**config.mk**
```make
export PLATFORM = sky130hd
export DESIGN_NAME = uart_reg_front
export DESIGN_NICKNAME = d
export VERILOG_FILES = /design/src/rtl/urf_pkg.sv /design/src/rtl/urf_rx_fifo.sv /design/src/rtl/urf_irq_ctrl.sv /design/src/rtl/uart_reg_front.sv
export SDC_FILE = /design/constraint.sdc
export NUM_CORES = 1
export LEC_CHECK = 0
export ABC_CLOCK_PERIOD_IN_PS = 5700
export BUFFER_PORTS_ARGS = -buffer_cell sky130_fd_sc_hd__buf_2
export CAP_MARGIN = 20
export CORE_MARGIN = 3
export CORE_UTILIZATION = 50
export CTS_CLUSTER_DIAMETER = 30
export DETAILED_ROUTE_END_ITERATION = 8
export GPL_ROUTABILITY_DRIVEN = 0
export PLACE_DENSITY = 0.73
export SETUP_SLACK_MARGIN = 0.1
export SLEW_MARGIN = 20
export SYNTH_ARGS = -nofsm -noshare
export SYNTH_HDL_FRONTEND = slang
export SYNTH_HIERARCHICAL = 1
export SYNTH_SLANG_ARGS = --single-unit
```
**constraint.sdc**
```tcl
create_clock -name clk -period 5.7 [get_ports clk]
set_input_delay 0.57 -clock clk [delete_from_list [all_inputs] [get_ports clk]]
set_output_delay 0.57 -clock clk [all_outputs]
set_load 0.05 [all_outputs]
```
**src/rtl/urf_pkg.sv**
```systemverilog
package urf_pkg;
  localparam int WORD_AW    = 4;
  localparam int NUM_WORDS  = 15;

  localparam logic [WORD_AW-1:0] W_TXCTRL = 4'd0;
  localparam logic [WORD_AW-1:0] W_TXDMA  = 4'd1;
  localparam logic [WORD_AW-1:0] W_RXCTRL = 4'd2;
  localparam logic [WORD_AW-1:0] W_TXDATA = 4'd7;
  localparam logic [WORD_AW-1:0] W_POP    = 4'd8;
  localparam logic [WORD_AW-1:0] W_PEEK   = 4'd9;
  localparam logic [WORD_AW-1:0] W_MASK   = 4'd11;
  localparam logic [WORD_AW-1:0] W_ACK    = 4'd12;
  localparam logic [WORD_AW-1:0] W_RAW    = 4'd13;
  localparam logic [WORD_AW-1:0] W_MASKED = 4'd14;

  localparam int RX_EN_BIT   = 3;
  localparam int DAV_BIT     = 16;
  localparam int TX_IDLE_BIT = 22;
  localparam int TX_RDY_BIT  = 24;
  localparam int RAW_RX_BIT  = 3;
  localparam int RAW_TXD_BIT = 0;

  // Compose the status window word from the head byte and availability.
  function automatic logic [31:0] status_word(input logic [7:0] head, input logic avail);
    logic [31:0] w;
    w = '0;
    w[7:0]        = avail ? head : 8'h00;
    w[DAV_BIT]    = avail;
    w[TX_IDLE_BIT] = 1'b1;
    w[TX_RDY_BIT]  = 1'b1;
    return w;
  endfunction

  // Value an acknowledge write actually applies.
  function automatic logic [31:0] ack_applied(input logic [31:0] val, input logic tx_pend);
    logic [31:0] v;
    v = val;
    if (tx_pend) v[RAW_TXD_BIT] = 1'b0;
    return v;
  endfunction

  // Words that behave as plain storage.
  function automatic logic is_plain(input logic [WORD_AW-1:0] idx);
    return (idx != W_POP) && (idx != W_PEEK) && (idx != W_RAW) &&
           (idx != W_MASKED) && (idx != W_ACK) && (int'(idx) < NUM_WORDS);
  endfunction
endpackage

```
**src/rtl/urf_rx_fifo.sv**
```systemverilog
module urf_rx_fifo #(
  parameter int DEPTH = 16,
  parameter int DW    = 8
) (
  input  logic                         clk,
  input  logic                         rst_n,
  input  logic                         push_i,
  input  logic [DW-1:0]                din_i,
  input  logic                         pop_i,
  output logic [DW-1:0]                head_o,
  output logic [$clog2(DEPTH+1)-1:0]   count_o,
  output logic                         empty_o,
  output logic                         push_ok_o,
  output logic                         pop_ok_o
);
  localparam int PW = $clog2(DEPTH);
  localparam int CW = $clog2(DEPTH+1);

  logic [DW-1:0] mem_q [DEPTH];
  logic [PW-1:0] wr_q, rd_q;
  logic [CW-1:0] cnt_q;

  function automatic logic [PW-1:0] bump(input logic [PW-1:0] p);
    return (p == PW'(DEPTH-1)) ? '0 : p + 1'b1;
  endfunction

  assign empty_o   = (cnt_q == '0);
  assign push_ok_o = push_i && (cnt_q < CW'(DEPTH));
  assign pop_ok_o  = pop_i && !empty_o;
  assign head_o    = mem_q[rd_q];
  assign count_o   = cnt_q;

  always_ff @(posedge clk) begin
    if (push_ok_o) mem_q[wr_q] <= din_i;
  end

  always_ff @(posedge clk) begin
    if (!rst_n) begin
      wr_q  <= '0;
      rd_q  <= '0;
      cnt_q <= '0;
    end else begin
      if (push_ok_o) wr_q <= bump(wr_q);
      if (pop_ok_o)  rd_q <= bump(rd_q);
      case ({push_ok_o, pop_ok_o})
        2'b10:   cnt_q <= cnt_q + 1'b1;
        2'b01:   cnt_q <= cnt_q - 1'b1;
        default: cnt_q <= cnt_q;
      endcase
    end
  end

  p_no_overflow_r5: assert property (@(posedge clk) disable iff (!rst_n)
    (cnt_q == CW'(DEPTH) && push_i && !pop_i) |=> (cnt_q == CW'(DEPTH)));
  p_count_bound_r5: assert property (@(posedge clk) disable iff (!rst_n)
    cnt_q <= CW'(DEPTH));
  p_pop_empty_r4: assert property (@(posedge clk) disable iff (!rst_n)
    (empty_o && pop_i && !push_i) |=> (cnt_q == '0));
endmodule

```
**src/rtl/urf_irq_ctrl.sv**
```systemverilog
module urf_irq_ctrl
  import urf_pkg::*;
(
  input  logic        clk,
  input  logic        rst_n,
  input  logic        tx_evt_i,
  input  logic        ack_evt_i,
  input  logic [31:0] ack_val_i,
  input  logic        raw_wr_i,
  input  logic [31:0] raw_val_i,
  input  logic [31:0] mask_i,
  input  logic        nonempty_i,
  output logic [31:0] raw_o,
  output logic [31:0] masked_o,
  output logic [31:0] ack_eff_o,
  output logic        irq_o
);
  logic [31:0] raw_q;
  logic        pend_q;

  assign ack_eff_o = ack_applied(ack_val_i, pend_q);

  always_comb begin
    raw_o = raw_q;
    raw_o[RAW_RX_BIT] = nonempty_i;
  end

  assign masked_o = raw_o & mask_i;
  assign irq_o    = |masked_o;

  always_ff @(posedge clk) begin
    if (!rst_n) begin
      raw_q  <= '0;
      pend_q <= 1'b0;
    end else if (tx_evt_i) begin
      raw_q  <= raw_q | 32'h3;
      pend_q <= 1'b1;
    end else if (ack_evt_i) begin
      raw_q  <= raw_q & ~ack_eff_o;
      pend_q <= 1'b0;
    end else if (raw_wr_i) begin
      raw_q  <= raw_val_i;
    end
  end

  p_tx_sets_r8: assert property (@(posedge clk) disable iff (!rst_n)
    tx_evt_i |=> (raw_o[1:0] == 2'b11));
  p_ack_pending_r9: assert property (@(posedge clk) disable iff (!rst_n)
    (ack_evt_i && pend_q) |=> (!pend_q && raw_o[0] == $past(raw_o[0])));
  p_irq_mask_r10: assert property (@(posedge clk) disable iff (!rst_n)
    $rose(irq_o) |-> (mask_i != '0));
endmodule

```
**src/rtl/uart_reg_front.sv**
```systemverilog
module uart_reg_front
  import urf_pkg::*;
#(
  parameter int RX_DEPTH = 16
) (
  input  logic               clk,
  input  logic               rst_n,
  input  logic               bus_req,
  input  logic               bus_we,
  input  logic [WORD_AW-1:0] bus_word,
  input  logic [31:0]        bus_wdata,
  output logic [31:0]        bus_rdata,
  output logic               bus_rvalid,
  input  logic [7:0]         rx_byte,
  input  logic               rx_valid,
  output logic [7:0]         tx_byte,
  output logic               tx_valid,
  output logic               irq
);
  localparam int CW = $clog2(RX_DEPTH+1);

  logic [31:0] regs_q [NUM_WORDS];
  logic        wr_evt, rd_evt, tx_evt, ack_evt, raw_wr, pop_req, rx_push;
  logic [7:0]  head;
  logic [CW-1:0] count;
  logic        empty, push_ok, pop_ok;
  logic [31:0] raw, masked, ack_eff, rd_word;

  assign wr_evt  = bus_req && bus_we;
  assign rd_evt  = bus_req && !bus_we;
  assign tx_evt  = wr_evt && (bus_word == W_TXDATA);
  assign ack_evt = wr_evt && (bus_word == W_ACK);
  assign raw_wr  = wr_evt && (bus_word == W_RAW);
  assign pop_req = rd_evt && (bus_word == W_POP);
  assign rx_push = rx_valid && regs_q[W_RXCTRL][RX_EN_BIT];

  urf_rx_fifo #(.DEPTH(RX_DEPTH), .DW(8)) u_fifo (
    .clk(clk), .rst_n(rst_n),
    .push_i(rx_push), .din_i(rx_byte), .pop_i(pop_req),
    .head_o(head), .count_o(count), .empty_o(empty),
    .push_ok_o(push_ok), .pop_ok_o(pop_ok)
  );

  urf_irq_ctrl u_irq (
    .clk(clk), .rst_n(rst_n),
    .tx_evt_i(tx_evt), .ack_evt_i(ack_evt), .ack_val_i(bus_wdata),
    .raw_wr_i(raw_wr), .raw_val_i(bus_wdata), .mask_i(regs_q[W_MASK]),
    .nonempty_i(!empty), .raw_o(raw), .masked_o(masked),
    .ack_eff_o(ack_eff), .irq_o(irq)
  );

  always_ff @(posedge clk) begin
    if (!rst_n) begin
      for (int i = 0; i < NUM_WORDS; i++) regs_q[i] <= '0;
    end else if (wr_evt) begin
      for (int i = 0; i < NUM_WORDS; i++) begin
        if (bus_word == WORD_AW'(i)) begin
          if (is_plain(WORD_AW'(i)))     regs_q[i] <= bus_wdata;
          else if (WORD_AW'(i) == W_ACK) regs_q[i] <= ack_eff;
        end
      end
    end
  end

  always_comb begin
    case (bus_word)
      W_POP, W_PEEK: rd_word = status_word(head, !empty);
      W_RAW:         rd_word = raw;
      W_MASKED:      rd_word = masked;
      default:       rd_word = (int'(bus_word) < NUM_WORDS) ? regs_q[bus_word] : '0;
    endcase
  end

  always_ff @(posedge clk) begin
    if (!rst_n) begin
      bus_rdata  <= '0;
      bus_rvalid <= 1'b0;
      tx_byte    <= '0;
      tx_valid   <= 1'b0;
    end else begin
      bus_rvalid <= rd_evt;
      if (rd_evt) bus_rdata <= rd_word;
      tx_valid <= tx_evt;
      if (tx_evt) tx_byte <= bus_wdata[7:0];
    end
  end

  p_rvalid_r12: assert property (@(posedge clk) disable iff (!rst_n)
    rd_evt |=> bus_rvalid);
  p_tx_pulse_r8: assert property (@(posedge clk) disable iff (!rst_n)
    tx_valid |=> !tx_valid || $past(tx_evt));
  p_rx_gated_r6: assert property (@(posedge clk) disable iff (!rst_n)
    (rx_valid && !regs_q[W_RXCTRL][RX_EN_BIT] && !pop_req) |=> $stable(count));
  p_pop_only_nonempty_r4: assert property (@(posedge clk) disable iff (!rst_n)
    pop_ok |-> (count != '0));
  p_push_when_room_r5: assert property (@(posedge clk) disable iff (!rst_n)
    push_ok |-> (count < CW'(RX_DEPTH)));
endmodule

```
Word level (Yosys, flattened, before mapping)
Memories as Yosys holds them, arrays and structs flattened. A register that Yosys moved wholly into a read port is not among the register bits.
Index checks and enable logic that the tools add are counted.

word-level totals
  logic and storage cells = 143
  bits of input ports = 49
  bits in registers = 88
  RAM bits = 608
  memories kept = 2

operators by class
  reductions and logical operators = 20
  add/sub/neg operators = 4
  muxes and demuxes = 72
  eq/ne operators = 18
  bitwise operators = 15
  order comparisons = 2

memory list
  name          words  width  read ports  clocked after memory_dff  write ports  RTL line              RTL
  regs_q        15     32     3           0                         15           uart_reg_front.sv:22  logic [31:0] regs_q [NUM_WORDS];
  u_fifo.mem_q  16     8      1           1                         1            urf_rx_fifo.sv:19     logic [DW-1:0] mem_q [DEPTH];

operators by type and width
  kind                                                  count
  two-way mux 32 bit                                    14
  one-hot mux 32 bit (3 select lines)                   1
  AND 32 bit                                            2
  two-way mux 1 bit                                     50
  equality test 4 bit (second input constant)           9
  inverter 32 bit                                       1
  OR reduction 32 bit                                   1
  equality test 4 x 3 -> 1 bit (second input constant)  4
  two-way mux 4 bit                                     4
  OR 1 bit                                              11
  one-hot mux 5 bit (2 select lines)                    1
  logical AND 1 bit                                     9
  adder 4 x 1 -> 4 bit (second input constant)          2
  equality test 4 x 2 -> 1 bit (second input constant)  2
  two-way mux 8 bit                                     1
  nonzero test 2 bit                                    3
  adder 5 x 1 -> 5 bit (second input constant)          1
  zero test 5 bit                                       1
  less-than comparator 5 bit (second input constant)    1
  subtractor 5 x 1 -> 5 bit (second input constant)     1
  equality test 4 x 1 -> 1 bit (second input constant)  1
  zero test 4 bit                                       1
  less-than comparator 4 bit (second input constant)    1
  nonzero test 3 bit                                    1
  other kinds (7)                                       8

Longest topological paths before layout
  word-level depth = 6
  gate-level depth with buffers = 13
  depth with buffers taken out = 11

By module
The synthesis kept the hierarchy.

by module, submodules not included
  module          cells an instance  instances  sequential area each (µm²)  area an instance (µm²)
  uart_reg_front  1290               1          11410.9                     17978.5
  urf_rx_fifo     324                1          4184.0                      5838.1
  urf_irq_ctrl    313                1          640.6                       2304.7

Worst setup path before layout
Ideal clock, no wire load.

  path kind = input port to flip-flop
  from = in bus_word[2]
  to = mem regs_q[0][0], enable pin
  data arrival time = 3666 ps
  slack = 1568 ps
  setup time = 466 ps
  stages = 5
  data required time = 5234 ps
  cell sequence = buf_4 buf_6 clkbuf_1 or2_2 o21ai_0

RTL lines
  what                RTL line              RTL
  start: declaration  uart_reg_front.sv:10  input logic [WORD_AW-1:0] bus_word,
  end: declaration    uart_reg_front.sv:22

Worst setup path after layout
  from = reg u_fifo.cnt_q[1], in the netlist u_fifo/count_o[1]
  to = out irq

between the ends
  cells in the longest elaborated chain, start to end = 4

ends and longest elaborated chain
  what                      RTL line              RTL
  start: declaration        urf_rx_fifo.sv:21     logic [CW-1:0] cnt_q;
  start signal: assignment  urf_rx_fifo.sv:46     2'b10: cnt_q <= cnt_q + 1'b1;
  start signal: assignment  urf_rx_fifo.sv:47     2'b01: cnt_q <= cnt_q - 1'b1;
  start signal: assignment  urf_rx_fifo.sv:48     default: cnt_q <= cnt_q;
  zero test 5 bit           urf_rx_fifo.sv:27     assign empty_o = (cnt_q == '0);
  via empty                 uart_reg_front.sv:26  logic empty, push_ok, pop_ok;
  zero test 1 bit           uart_reg_front.sv:48  .nonempty_i(!empty), .raw_o(raw), .masked_o(masked),
  AND 32 bit                urf_irq_ctrl.sv:28    assign masked_o = raw_o & mask_i;
  via masked[3]             uart_reg_front.sv:27  logic [31:0] raw, masked, ack_eff, rd_word;
  OR reduction 32 bit       urf_irq_ctrl.sv:29    assign irq_o = |masked_o;
  end: declaration          uart_reg_front.sv:18  output logic irq

The timed path passes the listed nets, and every way through them passes these cells.

==> results.py <==
metrics = {
    "clock_network": {
        "cts_resized": 0,
        "cts-root-buf": "clkbuf_16",
        "ctsHoldBuffers": 0,
        "cts_tree": "yes",
        "clk_pin_slew_ps": 60,
        "cts_sinks": 571,
        "htreeDepth": 3,
        "cts_buffer_depth": 3,
        "clock_latency_ps": 670,
        "cts_inserted_buffers": 113,
        "cts_setup_buffers": 0,
    },
    "routing": {
        "drc": 0,
        "dr_total_vias": 16900,
        "viasPerCell": 6.06,
        "drt_iter0_drc": 1863,
        "drt_pass1_iterations": 7,
        "postRouteAntennaNets": 0,
        "wl_mm": 70.9,
        "wire_per_inst_um": 25.4,
    },
    "floorplanning": {
        "initial_utilization": 0.507,
        "ios": 92,
        "coreArea_mm2": 0.0515,
        "die_h_um": 235,
        "design.die.area_mm2": 0.0550,
        "die-width_um": 235,
        "fp-row-count": 83,
    },
    "critical_path": {
        "r2r_cells": 10,
        "required_ps": 5130,
        "timing.critical_path.mode_cell": "or4_1",
        "timing.rr.start": "u_fifo/count_o[1]",
        "cp-start-kind": "flip-flop",
        "critPathKind": "flip-flop to output port",
        "r2r_slack_ps": 2760,
        "arrival_ps": 3680,
        "crit_start": "u_fifo/count_o[1]",
        "cp-end-kind": "output port",
        "slowest_stage": "or4_1",
        "worst-path-buf-inv": 2,
        "cp_cell_sequence": "or3_4 -> nor3_1 -> inv_1 -> and2_1 -> or4_1 -> or4_1 -> buf_2",
        "cp_top_family": "simple AND/OR/NAND/NOR gates",
        "r2r_end": "u_fifo/count_o[4]",
        "critPathMaxFanout": 7,
        "slowest_delay_ps": 610,
    },
    "timing": {
        "post-route-period-util": 0.746,
        "relSlewSlack": 0.327,
        "layout_min_cycle_time_ps": 4250,
        "grt_setup_unrepaired": "false",
        "final.setup.tns_ps": 0,
        "tightest_slew_ps": 1010,
        "clock.fmax_mhz": 235,
        "skew_ps": 56.9,
        "hold_viol": 0,
        "setup_violations": 0,
        "slew_violations": 0,
    },
    "yosys": {
        "ys_async_sr_fraction": 0,
        "synth_warnings": 6,
        "syn_avg_cell_area_um2": 13.6,
        "synth-edff-count": 480,
        "synth_ff_type": "edfxtp_1",
        "ys_seq_elements": 571,
        "synth.distinct_cells": 64,
        "syn_area_mm2": 0.0261,
        "ys_seq_area_frac": 0.622,
        "mappedNetlistNets": 1984,
        "synth_cells": 1927,
    },
    "global_routing": {
        "grt_overflow": 0,
        "antenna_found_initial": 8,
        "grt_pass1_vias": 17200,
        "grt_pass1_wl_mm": 106,
        "grt.total_usage": 0.259,
        "grt_max_degree": 90,
    },
    "final_layout": {
        "most-common-layout-cells": "edfxtp_1, and2_1, mux2i_1",
        "final_common_cell": "edfxtp_1",
        "final_core_util": 0.605,
        "final_nets": 2066,
        "syn2layout_area_growth_pct": 19.2,
        "final_cells": 2791,
        "fillerInstances": 3891,
        "drive_gt1_frac": 0.213,
    },
    "power": {
        "powerDensity_mw_per_mm2": 398,
        "power_mw": 12.4,
        "peakVddDrop_v": 0.000253,
        "leakage_nw": 11.6,
    },
    "place": {
        "dp_hpwl_mm": 41.9,
        "io_buffers": 91,
        "placed_cells": 2574,
    },
    "min_path": {
        "min_from": "rx_byte[3]",
        "hp-class": "input pin to flip-flop",
        "holdPathStages": 1,
        "whs_endpoint": "u_fifo/mem_q[3][3]",
    },
    "job": {
        "cap_viol_max_count": 0,
    },
    "outcome": {
        "status": "complete, no violations",
    },
}
-- routing by layer --
layer | vias up | global-route usage | part of all wire
met4 | 2 | 0.119 | 0.040
met1 | 8473 | 0.337 | 0.39
met2 | 899 | 0.409 | 0.48
met3 | 201 | 0.0681 | 0.094
li1 | 7351 | - | -
met5 | - | 0 | 0.00018
-- where the power goes --
group	internal (mW)	switching (mW)	leakage, nW	total, mW
Sequential	4.70	0.0680	5.25	4.77
Combinational	0.184	0.443	4.33	0.627
Clock	4.76	2.24	1.98	6.99
Total	9.64	2.75	11.6	12.4
-- synthesized netlist by cell type, types with 18 or more instances --
cell type / count / area share
edfxtp_1: 480 / 0.55
and2_1: 389 / 0.093
mux2i_1: 137 / 0.052
o21ai_0: 117 / 0.022
dfxtp_1: 91 / 0.070
nor2b_1: 80 / 0.019
clkbuf_1: 76 / 0.011
a21oi_1: 69 / 0.013
mux4_2: 63 / 0.054
buf_4: 41 / 0.012
and3_1: 35 / 0.0084
a221oi_1: 33 / 0.011
a211oi_1: 28 / 0.0080
o21ai_1: 28 / 0.0054
nand2_1: 25 / 0.0036
o22ai_1: 23 / 0.0055
clkbuf_2: 21 / 0.0040
nor2_1: 18 / 0.0026
-- layout make-up --
type	instances	area (µm²)	area share
flip-flops and latches	571	16200	0.521
multi-input cells	1172	9070	0.291
clock buffers	137	3090	0.0992
clock inverters	75	1010	0.0325
well taps	680	851	0.0273
repair buffers	140	837	0.0269
inverters	11	41.3	0.00133
diodes	5	12.5	0.000402
-- metrics by stage --
step           hold WS, ps  instance area, µm²  setup slack, ps
2_1_floorplan          463               26100             1570
3_3_place_gp           490               27000             2040
3_5_place_dp           501               27000             2000
4_1_cts                252               31100             1410
5_1_grt                265               31100             1340
6_report               281               31100             1450
-- flip-flops by register name, indices dropped and copies added (netlist names), named ones only --
name,count
u_irq/raw_q,31
u_fifo/wr_q,4
bus_rdata,32
u_fifo/count_o,5
bus_rvalid,1
u_irq/pend_q,1
tx_byte,8
u_fifo/rd_q,4
regs_q,352
tx_valid,1
u_fifo/mem_q,128
-- cells by family after synthesis --
| family | after synthesis | share of synthesized area |
|---|---|---|
| simple gates | 616 | 0.147 |
| flops | 571 | 0.622 |
| compound gates | 342 | 0.0799 |
| mux | 201 | 0.108 |
| buf+inv | 184 | 0.0383 |
| fa+ha+maj | 8 | 0.00383 |
| xor+xnor | 5 | 0.00168 |
-- worst max-delay path by stage --
stage / to / slack (ps) / cells after the start
2_1_floorplan: regs_q[0][0] / 1570 / 5
3_5_place_dp: u_irq/raw_q[7] / 2000 / 8
5_1_grt: irq / 1340 / 7
6_report: irq / 1450 / 7
3_3_place_gp: u_irq/raw_q[5] / 2040 / 8
4_1_cts: irq / 1410 / 7
No activity file was read; power rests on OpenSTA's default activity.
